[config.mk]
export PLATFORM = sky130hd
export DESIGN_NAME = dram_rfsh_seq
export DESIGN_NICKNAME = d
export VERILOG_FILES = /design/src/rtl/dram_rfsh_pkg.sv /design/src/rtl/rfsh_tick_gen.sv /design/src/rtl/rfsh_backlog.sv /design/src/rtl/rfsh_strobe_fsm.sv /design/src/rtl/dram_rfsh_seq.sv
export SDC_FILE = /design/constraint.sdc
export NUM_CORES = 1
export LEC_CHECK = 0
export ABC_AREA = 1
export BUFFER_PORTS_ARGS = -buffer_cell sky130_fd_sc_hd__buf_2
export CAP_MARGIN = 20
export CORE_MARGIN = 3
export CORE_UTILIZATION = 46
export CTS_CLUSTER_SIZE = 20
export DETAILED_ROUTE_END_ITERATION = 6
export PLACE_DENSITY = 0.72
export SETUP_SLACK_MARGIN = 0.5
export SYNTH_ARGS = -nofsm -noshare
export SYNTH_HDL_FRONTEND = slang
export SYNTH_SLANG_ARGS = --single-unit
[constraint.sdc]
create_clock -name clk -period 4.4 [get_ports clk]
set_input_delay 0.44 -clock clk [delete_from_list [all_inputs] [get_ports clk]]
set_output_delay 0.44 -clock clk [all_outputs]
set_load 0.01 [all_outputs]
[src/rtl/dram_rfsh_pkg.sv]
package dram_rfsh_pkg;

  typedef enum logic [2:0] {
    ST_PAUSE,
    ST_IDLE,
    ST_CSR,
    ST_RASL,
    ST_PRE,
    ST_REL
  } rf_state_e;

  // 8 ms / 512 rows = 15.625 us = 1/64000 s per refresh slot
  function automatic int interval_cyc(input longint clk_hz);
    return int'(clk_hz / 64000);
  endfunction

  // 200 us power-up pause, rounded up to whole cycles
  function automatic int pause_cyc(input longint clk_hz);
    return int'((clk_hz * 200 + 999_999) / 1_000_000);
  endfunction

  function automatic int max4(input int a, input int b, input int c, input int d);
    int m;
    m = a;
    if (b > m) m = b;
    if (c > m) m = c;
    if (d > m) m = d;
    return m;
  endfunction

endpackage

[src/rtl/rfsh_tick_gen.sv]
module rfsh_tick_gen #(
  parameter int INTERVAL = 1562
) (
  input  logic clk,
  input  logic rst_n,
  input  logic en,
  output logic tick
);
  localparam int CW = $clog2(INTERVAL + 1);

  logic [CW-1:0] cnt;

  assign tick = en && (cnt == CW'(INTERVAL - 1));

  always_ff @(posedge clk) begin
    if (!rst_n || !en)  cnt <= '0;
    else if (tick)      cnt <= '0;
    else                cnt <= cnt + 1'b1;
  end
endmodule

[src/rtl/rfsh_backlog.sv]
module rfsh_backlog #(
  parameter int MAX_PEND = 8
) (
  input  logic clk,
  input  logic rst_n,
  input  logic inc,
  input  logic dec,
  output logic nonzero,
  output logic ovf
);
  localparam int PW = $clog2(MAX_PEND + 1);

  logic [PW-1:0] pend;
  logic          full;

  assign full    = (pend == PW'(MAX_PEND));
  assign nonzero = (pend != '0);

  always_ff @(posedge clk) begin
    if (!rst_n) begin
      pend <= '0;
      ovf  <= 1'b0;
    end else begin
      unique case ({inc, dec})
        2'b10: begin
          if (full) ovf  <= 1'b1;
          else      pend <= pend + 1'b1;
        end
        2'b01:   pend <= pend - 1'b1;
        default: pend <= pend;
      endcase
    end
  end
endmodule

[src/rtl/rfsh_strobe_fsm.sv]
module rfsh_strobe_fsm
  import dram_rfsh_pkg::*;
#(
  parameter int PAUSE    = 20000,
  parameter int INIT_CYC = 8,
  parameter int T_CSR    = 2,
  parameter int T_RAS    = 4,
  parameter int T_RP     = 3
) (
  input  logic clk,
  input  logic rst_n,
  input  logic work,
  input  logic gnt,
  output logic ras_n,
  output logic cas_n,
  output logic req,
  output logic done,
  output logic ready,
  output logic quiet,
  output logic take,
  output logic cyc_start
);
  localparam int TW = $clog2(max4(PAUSE, T_CSR, T_RAS, T_RP) + 1);
  localparam int IW = $clog2(INIT_CYC + 1);

  rf_state_e     state;
  logic [TW-1:0] tmr;
  logic [IW-1:0] init_left;
  logic          have_work, tmr_end, burst_end;

  assign have_work = (init_left != '0) || work;
  assign tmr_end   = (tmr == '0);
  assign cyc_start = (state == ST_IDLE && have_work && gnt) ||
                     (state == ST_PRE && tmr_end && have_work);
  assign burst_end = (state == ST_PRE) && tmr_end && !have_work;
  assign take      = cyc_start && (init_left == '0);

  assign cas_n = !(state == ST_CSR || state == ST_RASL);
  assign ras_n = !(state == ST_RASL);
  assign quiet = (state == ST_CSR) || (state == ST_RASL) || (state == ST_PRE);
  assign req   = quiet || (state == ST_IDLE && have_work);

  always_ff @(posedge clk) begin
    if (!rst_n) begin
      state     <= ST_PAUSE;
      tmr       <= TW'(PAUSE - 1);
      init_left <= IW'(INIT_CYC);
      done      <= 1'b0;
      ready     <= 1'b0;
    end else begin
      done <= burst_end;
      if (burst_end) ready <= 1'b1;
      if (cyc_start && init_left != '0) init_left <= init_left - 1'b1;
      if (!tmr_end) tmr <= tmr - 1'b1;
      unique case (state)
        ST_PAUSE: if (tmr_end) state <= ST_IDLE;
        ST_IDLE: if (cyc_start) begin
          state <= ST_CSR;
          tmr   <= TW'(T_CSR - 1);
        end
        ST_CSR: if (tmr_end) begin
          state <= ST_RASL;
          tmr   <= TW'(T_RAS - 1);
        end
        ST_RASL: if (tmr_end) begin
          state <= ST_PRE;
          tmr   <= TW'(T_RP - 1);
        end
        ST_PRE: if (tmr_end) begin
          if (have_work) begin
            state <= ST_CSR;
            tmr   <= TW'(T_CSR - 1);
          end else begin
            state <= ST_REL;
          end
        end
        ST_REL:  if (!gnt) state <= ST_IDLE;
        default: state <= ST_PAUSE;
      endcase
    end
  end
endmodule

[src/rtl/dram_rfsh_seq.sv]
module dram_rfsh_seq
  import dram_rfsh_pkg::*;
#(
  parameter int CLK_HZ      = 100_000_000,
  parameter int INIT_CYC    = 8,
  parameter int BACKLOG_MAX = 8,
  parameter int T_CSR       = 2,
  parameter int T_RAS       = 4,
  parameter int T_RP        = 3
) (
  input  logic clk,
  input  logic rst_n,
  input  logic ref_gnt,
  output logic ref_req,
  output logic ref_done,
  output logic ready,
  output logic backlog_ovf,
  output logic bus_quiet,
  output logic ras_n,
  output logic lcas_n,
  output logic ucas_n,
  output logic we_n
);
  localparam int INTERVAL = interval_cyc(longint'(CLK_HZ));
  localparam int PAUSE    = pause_cyc(longint'(CLK_HZ));

  logic iv_tick, cyc_take, cyc_start, has_work, cas_n;

  rfsh_tick_gen #(.INTERVAL(INTERVAL)) u_tick (
    .clk(clk), .rst_n(rst_n), .en(ready), .tick(iv_tick)
  );

  rfsh_backlog #(.MAX_PEND(BACKLOG_MAX)) u_backlog (
    .clk(clk), .rst_n(rst_n), .inc(iv_tick), .dec(cyc_take),
    .nonzero(has_work), .ovf(backlog_ovf)
  );

  rfsh_strobe_fsm #(
    .PAUSE(PAUSE), .INIT_CYC(INIT_CYC),
    .T_CSR(T_CSR), .T_RAS(T_RAS), .T_RP(T_RP)
  ) u_fsm (
    .clk(clk), .rst_n(rst_n), .work(has_work), .gnt(ref_gnt),
    .ras_n(ras_n), .cas_n(cas_n), .req(ref_req), .done(ref_done),
    .ready(ready), .quiet(bus_quiet), .take(cyc_take), .cyc_start(cyc_start)
  );

  assign lcas_n = cas_n;
  assign ucas_n = cas_n;
  assign we_n   = 1'b1;
endmodule

# Word-level counts from Yosys, hierarchy flattened

Cells that the tools add are included.

Register bits: 40
Bits in latches: 0
Memory bits (writable): 0
Memory bits (read-only): 0
Input port bits: 3
Output and inout bits: 9
Word-level logic and storage cells: 75
Memories kept: 0

$add $sub $neg: 5
Multiply operators: 0
Divide/modulo/power cells: 0
Order comparisons: 0
Equality and inequality tests: 16
Shifts and indexed selects: 0
Multiplexer cells: 17
Bitwise operators: 0
Reduce and logical (&&, ||, !) cells: 29

Operators by type and width:

| operator                                                                 | number |
|---|---|
| 15-bit two-way mux                                                       | 6 |
| 15-bit one-hot mux with 4 select lines                                   | 1 |
| 3-bit two-way mux                                                        | 7 |
| 3-bit one-hot mux with 6 select lines                                    | 1 |
| 15-bit zero test                                                         | 1 |
| 15-bit by 1-bit subtractor with 15-bit output (second input constant)    | 1 |
| 11-bit by 1-bit adder with 11-bit output (second input constant)         | 1 |
| 11-bit == test (second input constant)                                   | 1 |
| 2-bit by 1-bit inequality test with 1-bit output (second input constant) | 5 |
| 1-bit logical AND                                                        | 8 |
| 4-bit one-hot mux with 2 select lines                                    | 1 |
| 4-bit nonzero test                                                       | 2 |
| 4-bit by 1-bit subtractor with 4-bit output (second input constant)      | 2 |
| 3-bit by 2-bit == test with 1-bit output (second input constant)         | 2 |
| 3-bit == test (second input constant)                                    | 2 |
| 1-bit logical OR                                                         | 6 |
| 6-bit AND reduction                                                      | 1 |
| 1-bit zero test                                                          | 5 |
| 4-bit by 1-bit adder with 4-bit output (second input constant)           | 1 |
| 4-bit == test (second input constant)                                    | 1 |
| 4-bit zero test                                                          | 1 |
| 4-bit two-way mux                                                        | 1 |
| 2-bit inequality test (second input constant)                            | 2 |
| 2-bit AND reduction                                                      | 2 |
| other kinds (6)                                                          | 6 |

# Logic depth before layout (Yosys ltp)

Gate-level depths: netlist of run 1.

Depth after elaboration: 9
Mapped depth: 19
Mapped depth without buffers: 19

# Hierarchy

Synthesis of run 1 repeated with hierarchy kept, for this count alone.

Cell total of the unflattened synthesis: 343
Area total of the unflattened synthesis: 2,544.9 µm²

Modules (own cells, without submodules):

| module          | times used | cells each | area each (µm²) | sequential area each (µm²) |
|---|---|---|---|---|
| rfsh_strobe_fsm | 1          | 204        | 1,595.3         | 480.5 |
| rfsh_tick_gen   | 1          | 78         | 575.6           | 220.2 |
| rfsh_backlog    | 1          | 58         | 355.3           | 100.1 |
| dram_rfsh_seq   | 1          | 3          | 18.8            | 0.0 |

# Worst setup path before layout of run 1

No wires, ideal clock.

Kind: register to register
From: register u_fsm.tmr[0]
To: register u_backlog.pend[3]
Setup time: 0.115 ns
Arrival: 2.149 ns
Required time: 4.285 ns
Path slack: 2.136 ns
Stages on the path, launching flop included: 20
Buffers on the path: 0
Period minus slack after synthesis: 2.264 ns
Cell sequence: dfxtp_1 inv_1 ha_1 nand2_1 nor2_4 nand2_2 nor2_4 nand2_2 nand2_4 nand3_2 inv_1 ha_1 nand2_1 nand2_1 a31oi_1 inv_1 nand2_1 nand3_1 nand2_1 nor2_1

Longest elaborated chain between the ends: 8
Elaborated cells on any way between the ends: 11
Those cells by class: 3 x eq/ne; 1 x mux; 7 x reduce/logical

Ends and longest elaborated chain:

| what                                                                                | line                  | text |
|---|---|---|
| start: declaration                                                                  | rfsh_strobe_fsm.sv:27 | `logic [TW-1:0] tmr;` |
| start signal: assignment                                                            | rfsh_strobe_fsm.sv:46 | `tmr <= TW'(PAUSE - 1);` |
| start signal: assignment                                                            | rfsh_strobe_fsm.sv:54 | `if (!tmr_end) tmr <= tmr - 1'b1;` |
| start signal: assignment                                                            | rfsh_strobe_fsm.sv:59 | `tmr <= TW'(T_CSR - 1);` |
| 15-bit zero test (*)                                                                | rfsh_strobe_fsm.sv:32 | `assign tmr_end = (tmr == '0);` |
| 1-bit logical AND (*) (2 in series)                                                 | rfsh_strobe_fsm.sv:34 | `(state == ST_PRE && tmr_end && have_work);` |
| 1-bit logical OR (*)                                                                | rfsh_strobe_fsm.sv:33 | `assign cyc_start = (state == ST_IDLE && have_work && gnt) \|\|` |
| 1-bit logical AND (*)                                                               | rfsh_strobe_fsm.sv:36 | `assign take = cyc_start && (init_left == '0);` |
| 2-bit == test / 2-bit by 1-bit == test with 1-bit output (equally long branches)    | rfsh_backlog.sv:24    | `unique case ({inc, dec})` |
| 2-bit inequality test (no source line) / 2-bit nonzero test (equally long branches) | -                     |  |
| 2-bit AND reduction (no source line)                                                | -                     |  |
| end signal: assignment                                                              | rfsh_backlog.sv:27    | `else pend <= pend + 1'b1;` |
| end signal: assignment                                                              | rfsh_backlog.sv:29    | `2'b01: pend <= pend - 1'b1;` |
| end signal: assignment                                                              | rfsh_backlog.sv:30    | `default: pend <= pend;` |
| end: declaration                                                                    | rfsh_backlog.sv:13    | `logic [PW-1:0] pend;` |

Mark *: on every way between the ends. The rest lies on a longest branch, timed or not.
A chain may end at the register's enable or synchronous reset.

# Worst setup path after layout of run 1

Same ends and word-level chain as after synthesis.

==> results of run 1 <==
[flip-flops by register name, summed over array words and instances, names as in the netlist]
| signal | cells |
|---|---|
| u_fsm.state | 3 |
| u_backlog.pend | 4 |
| u_tick.cnt | 11 |
| u_backlog.ovf | 1 |
| u_fsm.init_left | 4 |
| u_fsm.done | 1 |
| u_fsm.ready | 1 |
| u_fsm.tmr | 15 |
[worst max-delay path, cell delays in order (launching register included)]
cell,delay [ns]
dfxtp_1,0.33
inv_1,0.11
ha_1,0.19
nand2_1,0.09
nor2_4,0.14
nand2_2,0.10
nor2_4,0.14
nand2_2,0.08
nand2_4,0.16
nand3_2,0.15
inv_1,0.11
ha_1,0.26
nand2_1,0.08
nand2_1,0.04
a31oi_1,0.17
inv_1,0.07
nand2_1,0.08
nand3_1,0.07
nand2_1,0.06
nor2_1,0.04
[per-layer routing]
layer,track usage,vias up
met5,0,-
met3,0.0376,6
met4,0.0725,0
met2,0.260,33
met1,0.194,842
li1,-,1040
[cell usage after synthesis (4+ instances only)]
library cell	n	area (µm²)
nor3_1	17	85.1
dfxtp_1	40	801
nor2_1	45	169
nand2_2	6	37.5
inv_1	48	180
nand4_1	7	43.8
a21oi_1	11	55.1
xor2_1	11	96.3
o31ai_1	4	30.0
inv_2	11	41.3
nand3_1	12	60.1
ha_1	9	113
o21ai_0	9	45.0
nand2_1	55	206
nand3_2	6	60.1
[power breakdown]
part	internal (mW)	switching [mW]
clock network	0.108	0.124
registers	0.401	0.0361
logic	0.101	0.173
total	0.611	0.333
[cell type report]
type	instances	area [µm²]
Clock buffer	6	72.6
Clock inverter	1	5.00
Fill cell	486	2310
Inverter	59	221
Multi-Input combinational cell	219	1240
Sequential cell	40	801
Tap cell	67	83.8
Timing Repair Buffer	10	50.0
[kinds of logic after synthesis]
| group | Yosys count |
|---|---|
| adder cells (fa/ha/maj) | 10 |
| AO/OA/AOI/OAI | 32 |
| AND/OR/NAND/NOR | 163 |
| flip-flops | 40 |
| XOR/XNOR | 13 |
| other | 1 |
| buffers and inverters | 65 |
[path summary, 6_finish.rpt]
kind / from / end / cells after the start
min: u_fsm.init_left[3] / u_fsm.init_left[3] / 2
max: u_fsm.tmr[0] / u_backlog.pend[3] / 19
min reg2reg: u_fsm.init_left[3] / u_fsm.init_left[3] / 2
max reg2reg: u_fsm.tmr[0] / u_backlog.pend[3] / 19
==> summary.md, run 1 <==
| Metric | Value |
|---|---|
| Cell area after layout | approximately 0.0025 mm² |
| Async S/R FF share, synth | 0 |
| Skew-Pair Late Insertion Delay | ~0.29 ns |
| Post-Synth Simple-Gate Area | 0.347 |
| Synth Area in Adders | 0.0576 |
| HP Class | register to register |
| WL met2 | slightly below 2 mm |
| DR WL met3 | approximately 180 µm |
| Slack of the critical path | 1.80 ns |
| Fin nets | between 300 and 400 |
| H-tree level count | 2 |
| Crit path DAT | 2.78 ns |
| Max-Cap Viols | 0 |
| IO Port Bufs | 10 |
| Final core occ | 0.517 |
| Grt ovf | 0 |
| Synth cell types | 38 |
| Total CTS buffers | 5 |
| Power per Cell Area | between 300 and 400 mW/mm² |
| Peak VDD IR | 189 µV |
| Final Max Slew Viols | 0 |
| Most frequent cells in the layout | 55 x nand2_1, 48 x inv_1, 45 x nor2_1, 40 x dfxtp_1, 17 x nor3_1 |
| Setup bufs post-CTS | 0 |
| Pre-Repair DR Iteration Count | 4 |
| Vias | between 1,500 and 2,000 |
| Fmax | 385 MHz |
| Leak pwr | between 1 and 1.5 nW |
| Setup Slack @ Placement | approximately 1.8 ns |
| Top FF cell, synth | dfxtp_1 |
| Status | complete, no violations |
| Top sig layer | met4 |
| DRT met1 WL | about 2.1 mm |
| Post-CTS Resized | 0 |
| Placer Congestion | around 0.85 |
| Critical path type | register to register |
| Mapped Cells | 324 |
| Number of synthesized flops with an enable pin | 0 |
| Synthesized cell area | 0.00230 mm² |
| Row Count | 25 |
| Seq/Total Area, Yosys | 0.348 |
| Fraction of synthesized area in multiplexers | 0 |
| Endpoints failing setup | 0 |
| Placed Area | roughly 0.0024 mm² |
| Final Cycle Share | 0.591 |
| Worst hold slack | 0.460 ns |
| Commonest non-fill, non-tap cell in the layout | nand2_1 |
| CP Data Required Time | ~4.6 ns |
| Inst Count DP | between 300 and 400 |
| Synthesized flop and latch total | 40 |
| Final min period | ~2.6 ns |
| Final clock skew | slightly below 0.007 ns |
| Synthesis Warnings | 0 |
| Die ar. | around 0.0059 mm² |
| Clock sinks | 40 |
| Vias per Instance | 4.78 |
| P&R area growth vs syn | 7.39% |
| Hold Buf Count CTS | 0 |
| Total power | between 0.9 and 1 mW |
| Setup tns final | 0 ns |
| Mapped Avg Cell Area | 7.11 µm² |
| Largest family of logic cells by synthesized area | simple AND/OR/NAND/NOR gates |
| Final hold viol count | 0 |
| Worst Setup End Kind | register |
| Startpoint types | register |
| GRT Overall Usage | 0.158 |
| Syn_nets | ~340 |
| CP Max Fanout | 13 |
| Post-DRT Antenna Nets | 0 |
| Initial antenna violation count | 0 |
| DRT Wirelength | approximately 4.4 mm |
| Chip width | ~77 µm |
| R2R Setup Slk | between 1.5 and 2 ns |
| Antenna diodes | 0 |
| Ports | 12 |
| TritonCTS clock tree | yes |
| RSZ-0062 raised after global routing | no |
| Post-Layout Cell Count | 402 |
| Compound-Gate Fraction of Synth Area | 0.0831 |
| First-pass GRT wire length | ~7.6 mm |
| Vias in the first global route | approximately 1,700 |
| Die extent in y | between 70 and 80 µm |
| Clk buf depth | 2 |
| Synth Area in XOR/XNOR | 0.0494 |
| Layout cells sized above 1 | 0.149 |
| Initial Util | 0.481 |
| Drt first-iter violations | about 130 |
| CTS root buffer | clkbuf_8 |
| Worst-path clk slew | roughly 0.08 ns |
| Largest net degree at the start of global routing | 22 |
| Core ar. | 0.00479 mm² |
| DP Wirelength | about 3.3 mm |
| DRC Markers | 0 |
| WL/cell | between 10 and 15 µm |
No activity file was read; power rests on OpenSTA's default activity.
==> run 2, diff against run 1 <==
Clock period 4.4 ns to 2.4 ns, I/O delays scaled along.
==> summary.md, run 2 (synthesized netlist as in run 1, its figures left out) <==
| Metric | Value |
|---|---|
| Antenna diodes | 0 (unchanged) |
| GRT busiest layer | met2 (unchanged) |
| Final Max Slew Viols | 0 (unchanged) |
| Grt ovf | 0 (unchanged) |
| Vias in the first global route | 2,117 (was 1,745) |
| DRT Wirelength | 5.34 mm (was 4.35 mm) |
| Fmax | 467 MHz (was 385 MHz) |
| Hold Buf Count CTS | 0 (unchanged) |
| Leak pwr | 1.29 nW (was 1.08 nW) |
| FF-to-FF End | u_fsm.tmr[0] (was u_backlog.pend[3]) |
| Die extent in y | 76.8 µm (unchanged) |
| Vias per Instance | 4.90 (was 4.78) |
| Final hold viol count | 0 (unchanged) |
| Commonest non-fill, non-tap cell in the layout | nand2_1 (unchanged) |
| Crit path DAT | 2.31 ns (was 2.78 ns) |
| Initial antenna violation count | 0 (unchanged) |
| GRT Overall Usage | 0.188 (was 0.158) |
| IO Port Bufs | 10 (unchanged) |
| First-pass GRT wire length | 9.01 mm (was 7.58 mm) |
| H-tree level count | 2 (unchanged) |
| Pre-Repair DR Iteration Count | 7 (was 4) |
| Clock sinks | 40 (unchanged) |
| Top flop regs | u_fsm.tmr: 15 flops, u_tick.cnt: 11 flops (unchanged) |
| Fillers | 422 (was 486) |
| R2R Setup Slk | 0.26 ns (was 1.80 ns) |
| DRC Markers | 0 (unchanged) |
| DP Wirelength | 3.36 mm (was 3.32 mm) |
| Setup tns final | 0 ns (unchanged) |
| Ports | 12 (unchanged) |
| CP Data Required Time | 2.57 ns (was 4.58 ns) |
| Largest register by flop count | u_fsm.tmr (unchanged) |
| RSZ-0062 raised after global routing | yes (was no) |
| Skew-Pair Late Insertion Delay | 0.30 ns (was 0.29 ns) |
| Peak VDD IR | 395 µV (was 189 µV) |
| Initial Util | 0.481 (unchanged) |
| Drt first-iter violations | 88 (was 134) |
| Final Cycle Share | 0.892 (was 0.591) |
| Row Count | 25 (unchanged) |
| Most frequent cells in the layout | 48 x nand2_1, 43 x nor2_1, 41 x inv_1, 37 x buf_4, 35 x dfxtp_1 (was 55 x nand2_1, 48 x inv_1, 45 x nor2_1, 40 x dfxtp_1, 17 x nor3_1) |
| Final min period | 2.14 ns (was 2.60 ns) |
| Worst-path clk slew | 0.09 ns (was 0.08 ns) |
| Critical path type | register to register (unchanged) |
| Post-DRT Antenna Nets | 0 (unchanged) |
| Total CTS buffers | 5 (unchanged) |
| HP Class | primary input to register (was register to register) |
| Status | complete, no violations (unchanged) |
| Power per Cell Area | 683 mW/mm² (was 382 mW/mm²) |
| GR Layer Usage met1 | 0.213 (was 0.194) |
| Reg2Reg Depth | 14 (was 19) |
| Clk buf depth | 2 (unchanged) |
| Post-Layout Cell Count | 442 (was 402) |
| Total power | 2.01 mW (was 0.944 mW) |
| CTS root buffer | clkbuf_8 (unchanged) |
| Chip width | 76.8 µm (unchanged) |
| Critical Path Sink | u_fsm.tmr[0] (was u_backlog.pend[3]) |
| Max-Cap Viols | 0 (unchanged) |
| Vias | 2,167 (was 1,921) |
| Beginning of the critical path | u_fsm.tmr[0] (unchanged) |
| Hold Path Stages | 2 (unchanged) |
| CP Max Fanout | 6 (was 13) |
| Endpoints failing setup | 0 (unchanged) |
| Max FFs per register | 15 (unchanged) |
| Core ar. | 0.00479 mm² (unchanged) |
| Grt met2 use | 0.327 (was 0.260) |
| Placed Area | 0.00245 mm² (was 0.00240 mm²) |
| Startpoint types | register (unchanged) |
| Layout cells sized above 1 | 0.325 (was 0.149) |
| M3 GR Usage | 0.0458 (was 0.0376) |
| Final clock skew | 0.0115 ns (was 0.00695 ns) |
| Worst Setup End Kind | register (unchanged) |
| Critical R2R Launch | u_fsm.tmr[0] (unchanged) |
| Inst Count DP | 397 (was 395) |
| WL/cell | 12.1 µm (was 10.8 µm) |
| Cell area after layout | 0.00294 mm² (was 0.00247 mm²) |
| Die ar. | 0.00589 mm² (unchanged) |
| TritonCTS clock tree | yes (unchanged) |
| P&R area growth vs syn | 27.6% (was 7.39%) |
| Fin nets | 387 (was 348) |
| Largest net degree at the start of global routing | 22 (unchanged) |
| Placer Congestion | 0.834 (was 0.851) |
[run 2: metal layers]
metal,routed length [µm],part of all wire
met3,201,0.038
met2,2690,0.50
met1,2290,0.43
met5,0,0
met4,156,0.029
[run 2: layout make-up]
type	instances	area, µm²	area share
clock buffer	6	82.6	0.0281
clock inverter	2	15.0	0.00511
inverter	59	228	0.0774
multi-input combinational	219	1370	0.466
sequential	40	810	0.275
tap	67	83.8	0.0285
timing repair buffer	49	350	0.119
[run 2: how the worst min path moves through the flow]
| stage | from | to |
|---|---|---|
| global placement | u_fsm.init_left[3] | u_fsm.init_left[3] |
| global route | rst_n | u_fsm.tmr[1] |
| floorplan | rst_n | u_fsm.init_left[0] |
| detailed placement | u_fsm.init_left[3] | u_fsm.init_left[3] |
| CTS | rst_n | u_fsm.tmr[1] |
| finish | rst_n | u_fsm.tmr[1] |
[run 2: worst max-delay path, stage by stage (launching register included)]
cell,delay (ns)
dfxtp_2,0.33
inv_2,0.07
ha_4,0.14
nand2_4,0.05
nor2_4,0.12
nand2_2,0.08
nor2_4,0.13
buf_4,0.11
buf_4,0.09
buf_6,0.09
clkinvlp_4,0.14
ha_4,0.31
inv_1,0.05
o21ai_1,0.16
o2111ai_1,0.12
[run 2: timing repair]
item,in CTS,in global routing
pin swaps,14,17
cloned,0,0
resized for setup,15,20
buffers inserted,31,6
setup endpoints to repair,15,26
[run 2: per-stage QoR]
step | setup slack (ns) | hold slack [ns] | utilization
finish | 0.258 | 0.315 | 0.614
global route | 0.149 | 0.319 | 0.614
CTS | 0.335 | 0.303 | 0.590
detailed placement | 0.113 | 0.442 | 0.512
global placement | 0.192 | 0.437 | 0.512
floorplan | 0.273 | 0.422 | -
[run 2: power breakdown]
part           internal, mW  switching, mW
Sequential            0.738         0.0641
Combinational         0.317          0.403
Clock                 0.233          0.253
Total                  1.29          0.719
==> run 3, diff against run 2 <==
Settings changed: CELL_PAD_IN_SITES_DETAIL_PLACEMENT from default to 2, CELL_PAD_IN_SITES_GLOBAL_PLACEMENT from default to 2, CORE_UTILIZATION 46 to 35, PLACE_DENSITY 0.72 to 0.88.
==> summary.md, run 3 (synthesized netlist as in run 1, its figures left out) <==
| Metric | Value |
|---|---|
| Worst-path clk slew | 0.11 ns (was 0.09 ns) |
| GRT Overall Usage | 0.274 (was 0.188) |
| Largest stage delay, worst path | 0.49 ns (was 0.33 ns) |
| CTS root buffer | clkbuf_8 (unchanged) |
| Worst slew pin tran | approximately 0.58 ns |
| Placer Congestion | 0.815 (was 0.834) |
| Chip width | 87.1 µm (was 76.8 µm) |
| Total CTS buffers | 5 (unchanged) |
| Hold Buf Count CTS | 0 (unchanged) |
| Endpoints failing setup | 0 (unchanged) |
| HP Class | primary input to register (unchanged) |
| Startpoint types | register (unchanged) |
| Drt first-iter violations | 156 (was 88) |
| Total power | 2.44 mW (was 2.01 mW) |
| Worst Setup End Kind | register (unchanged) |
| Row Count | 28 (was 25) |
| CP Data Required Time | 2.61 ns (was 2.57 ns) |
| DP Wirelength | 5.32 mm (was 3.36 mm) |
| Slack of the critical path | 0.0407 ns (was 0.258 ns) |
| DRC Markers | 0 (unchanged) |
| Skew-Pair Late Insertion Delay | 0.32 ns (was 0.30 ns) |
| Setup Slack @ Placement | -0.0285 ns (was 0.113 ns) |
| CP Max Fanout | 3 (was 6) |
| Final clock skew | 0.0261 ns (was 0.0115 ns) |
| Relative slew slack | 0.604 |
| Vias | 2,557 (was 2,167) |
| WL/cell | 29.0 µm (was 12.1 µm) |
| Max FFs per register | 15 (unchanged) |
| Commonest non-fill, non-tap cell in the layout | inv_1 (was nand2_1) |
| Most frequent cells in the layout | 37 x inv_1, 35 x nor2_1, 33 x nand2_1, 30 x buf_4, 30 x dfxtp_1 (was 48 x nand2_1, 43 x nor2_1, 41 x inv_1, 37 x buf_4, 35 x dfxtp_1) |
| Worst Hold End | u_fsm.tmr[4] (was u_fsm.tmr[1]) |
| Crit path DAT | 2.57 ns (was 2.31 ns) |
| Clk buf depth | 2 (unchanged) |
| Status | complete, no violations (unchanged) |
| Slowest CP cell | dfxtp_1 (was dfxtp_2) |
| Final hold viol count | 0 (unchanged) |
| Vias per Instance | 5.76 (was 4.90) |
| Fillers | 668 (was 422) |
| H-tree level count | 2 (unchanged) |
| Initial Util | 0.376 (was 0.481) |
| Reg2Reg Depth | 12 (was 14) |
| Final min period | 2.36 ns (was 2.14 ns) |
| Hold_sp | rst_n (unchanged) |
| Die extent in y | 87.1 µm (was 76.8 µm) |
| Footprint of the multi-input gates | 0.00166 mm² (was 0.00137 mm²) |
| Antenna diodes | 0 (unchanged) |
| Core ar. | 0.00613 mm² (was 0.00479 mm²) |
| TritonCTS clock tree | yes (unchanged) |
| Largest net degree at the start of global routing | 16 (was 22) |
| FF/Latch Area | 816 µm² (was 810 µm²) |
| Fin nets | 381 (was 387) |
| Peak VDD IR | 523 µV (was 395 µV) |
| Hold Path Stages | 2 (unchanged) |
| Setup tns final | 0 ns (unchanged) |
| Die ar. | 0.00759 mm² (was 0.00589 mm²) |
| Vias in the first global route | 2,739 (was 2,117) |
| Fmax | 424 MHz (was 467 MHz) |
| Pre-Repair DR Iteration Count | 4 (was 7) |
| FF-to-FF End | u_backlog.pend[2] (was u_fsm.tmr[0]) |
| Crit path cell chain | inv_1 > nand3_4 > nor2_4 > nor2_2 > nand2_2 > nand2_4 > nand3_4 > buf_4 > fa_2 > xnor2_2 > nor2_1 > nor2_1 (was inv_2 > ha_4 > nand2_4 > nor2_4 > nand2_2 > nor2_4 > buf_4 > buf_4 > buf_6 > clkinvlp_4 > ha_4 > inv_1 > o21ai_1 > o2111ai_1) |
| Clock sinks | 40 (unchanged) |
| Initial antenna violation count | 0 (unchanged) |
| Largest register by flop count | u_fsm.tmr (unchanged) |
| RSZ-0062 raised after global routing | yes (unchanged) |
| First-pass GRT wire length | 15.5 mm (was 9.01 mm) |
| Leak pwr | 1.36 nW (was 1.29 nW) |
| Final Max Slew Viols | 0 (unchanged) |
| P&R area growth vs syn | 40.0% (was 27.6%) |
| Critical R2R Launch | u_fsm.init_left[3] (was u_fsm.tmr[0]) |
| Layout cells sized above 1 | 0.450 (was 0.325) |
| Final core occ | 0.526 (was 0.614) |
| Ports | 12 (unchanged) |
| Post-DRT Antenna Nets | 0 (unchanged) |
| R2R Setup Slk | 0.04 ns (was 0.26 ns) |
| Grt ovf | 0 (unchanged) |
| Final Cycle Share | 0.983 (was 0.892) |
| DRT Wirelength | 12.9 mm (was 5.34 mm) |
| Power per Cell Area | 756 mW/mm² (was 683 mW/mm²) |
| Max-Cap Viols | 0 (unchanged) |
| Critical path type | register to register (unchanged) |
| Top flop regs | u_fsm.tmr: 15 flops, u_tick.cnt: 11 flops (unchanged) |
| IO Port Bufs | 10 (unchanged) |
-- run 3: cell count changes in the layout (fill, tap and decap cells not counted), sizes merged --
cell,previous run,this run
buf,49,43
clkinvlp,3,2
inv,58,59
-- run 3: worst max-delay path by stage --
stage / startpoint / endpoint / slack (ns) / cells after the start
after floorplan: u_fsm.tmr[0] / u_backlog.pend[3] / 0.27 / 19
after detailed placement: u_fsm.init_left[1] / u_backlog.pend[3] / -0.03 / 18
final: u_fsm.init_left[3] / u_backlog.pend[2] / 0.04 / 12
after global routing: u_tick.cnt[7] / u_backlog.pend[3] / -0.06 / 14
after CTS: u_fsm.tmr[0] / u_backlog.pend[3] / 0.27 / 19
after global placement: u_fsm.init_left[1] / u_backlog.pend[3] / 0.19 / 18
-- run 3: critical path, delay by kind of cell (launching register included) --
kind,cells,cell delay [ns]
xor+xnor,1,0.17
buf+inv,2,0.34
flops,1,0.49
simple gates,8,0.90
fa+ha+maj,1,0.36
-- run 3: area by class of cell --
type	instances	share of cell area
timing repair buffer	43	0.0997
clock buffer	6	0.0256
inverter	59	0.0741
clock inverter	2	0.00466
tap	75	0.0291
multi-input combinational	219	0.514
sequential	40	0.253
-- run 3: report_power, final --
| group | switching (mW) | leakage, nW | total (mW) | internal, mW |
|---|---|---|---|---|
| Sequential | 0.104 | 0.327 | 0.844 | 0.741 |
| Clock | 0.310 | 0.0434 | 0.544 | 0.234 |
| Combinational | 0.673 | 0.987 | 1.05 | 0.377 |
-- run 3: layer usage --
| layer | wire, µm | track usage |
|---|---|---|
| met5 | 0 | 0 |
| met1 | 4830 | 0.294 |
| met2 | 6740 | 0.514 |
| met4 | 809 | 0.132 |
| met3 | 478 | 0.0435 |
-- run 3: stage by stage --
step	cells	instance area [µm²]	hold WS, ns
after detailed placement	407	2470	0.469
after CTS	435	2900	0.280
after global placement	407	2470	0.437
after global routing	444	3220	0.307
after floorplan	324	2340	0.422
final	444	3220	0.303
-- run 3: repair_timing --
| item | in CTS | in global routing |
|---|---|---|
| endpoints found under the setup margin | 23 | 37 |
| resized for setup | 52 | 63 |
| setup buffers | 20 | 9 |
| pin swaps | 18 | 24 |
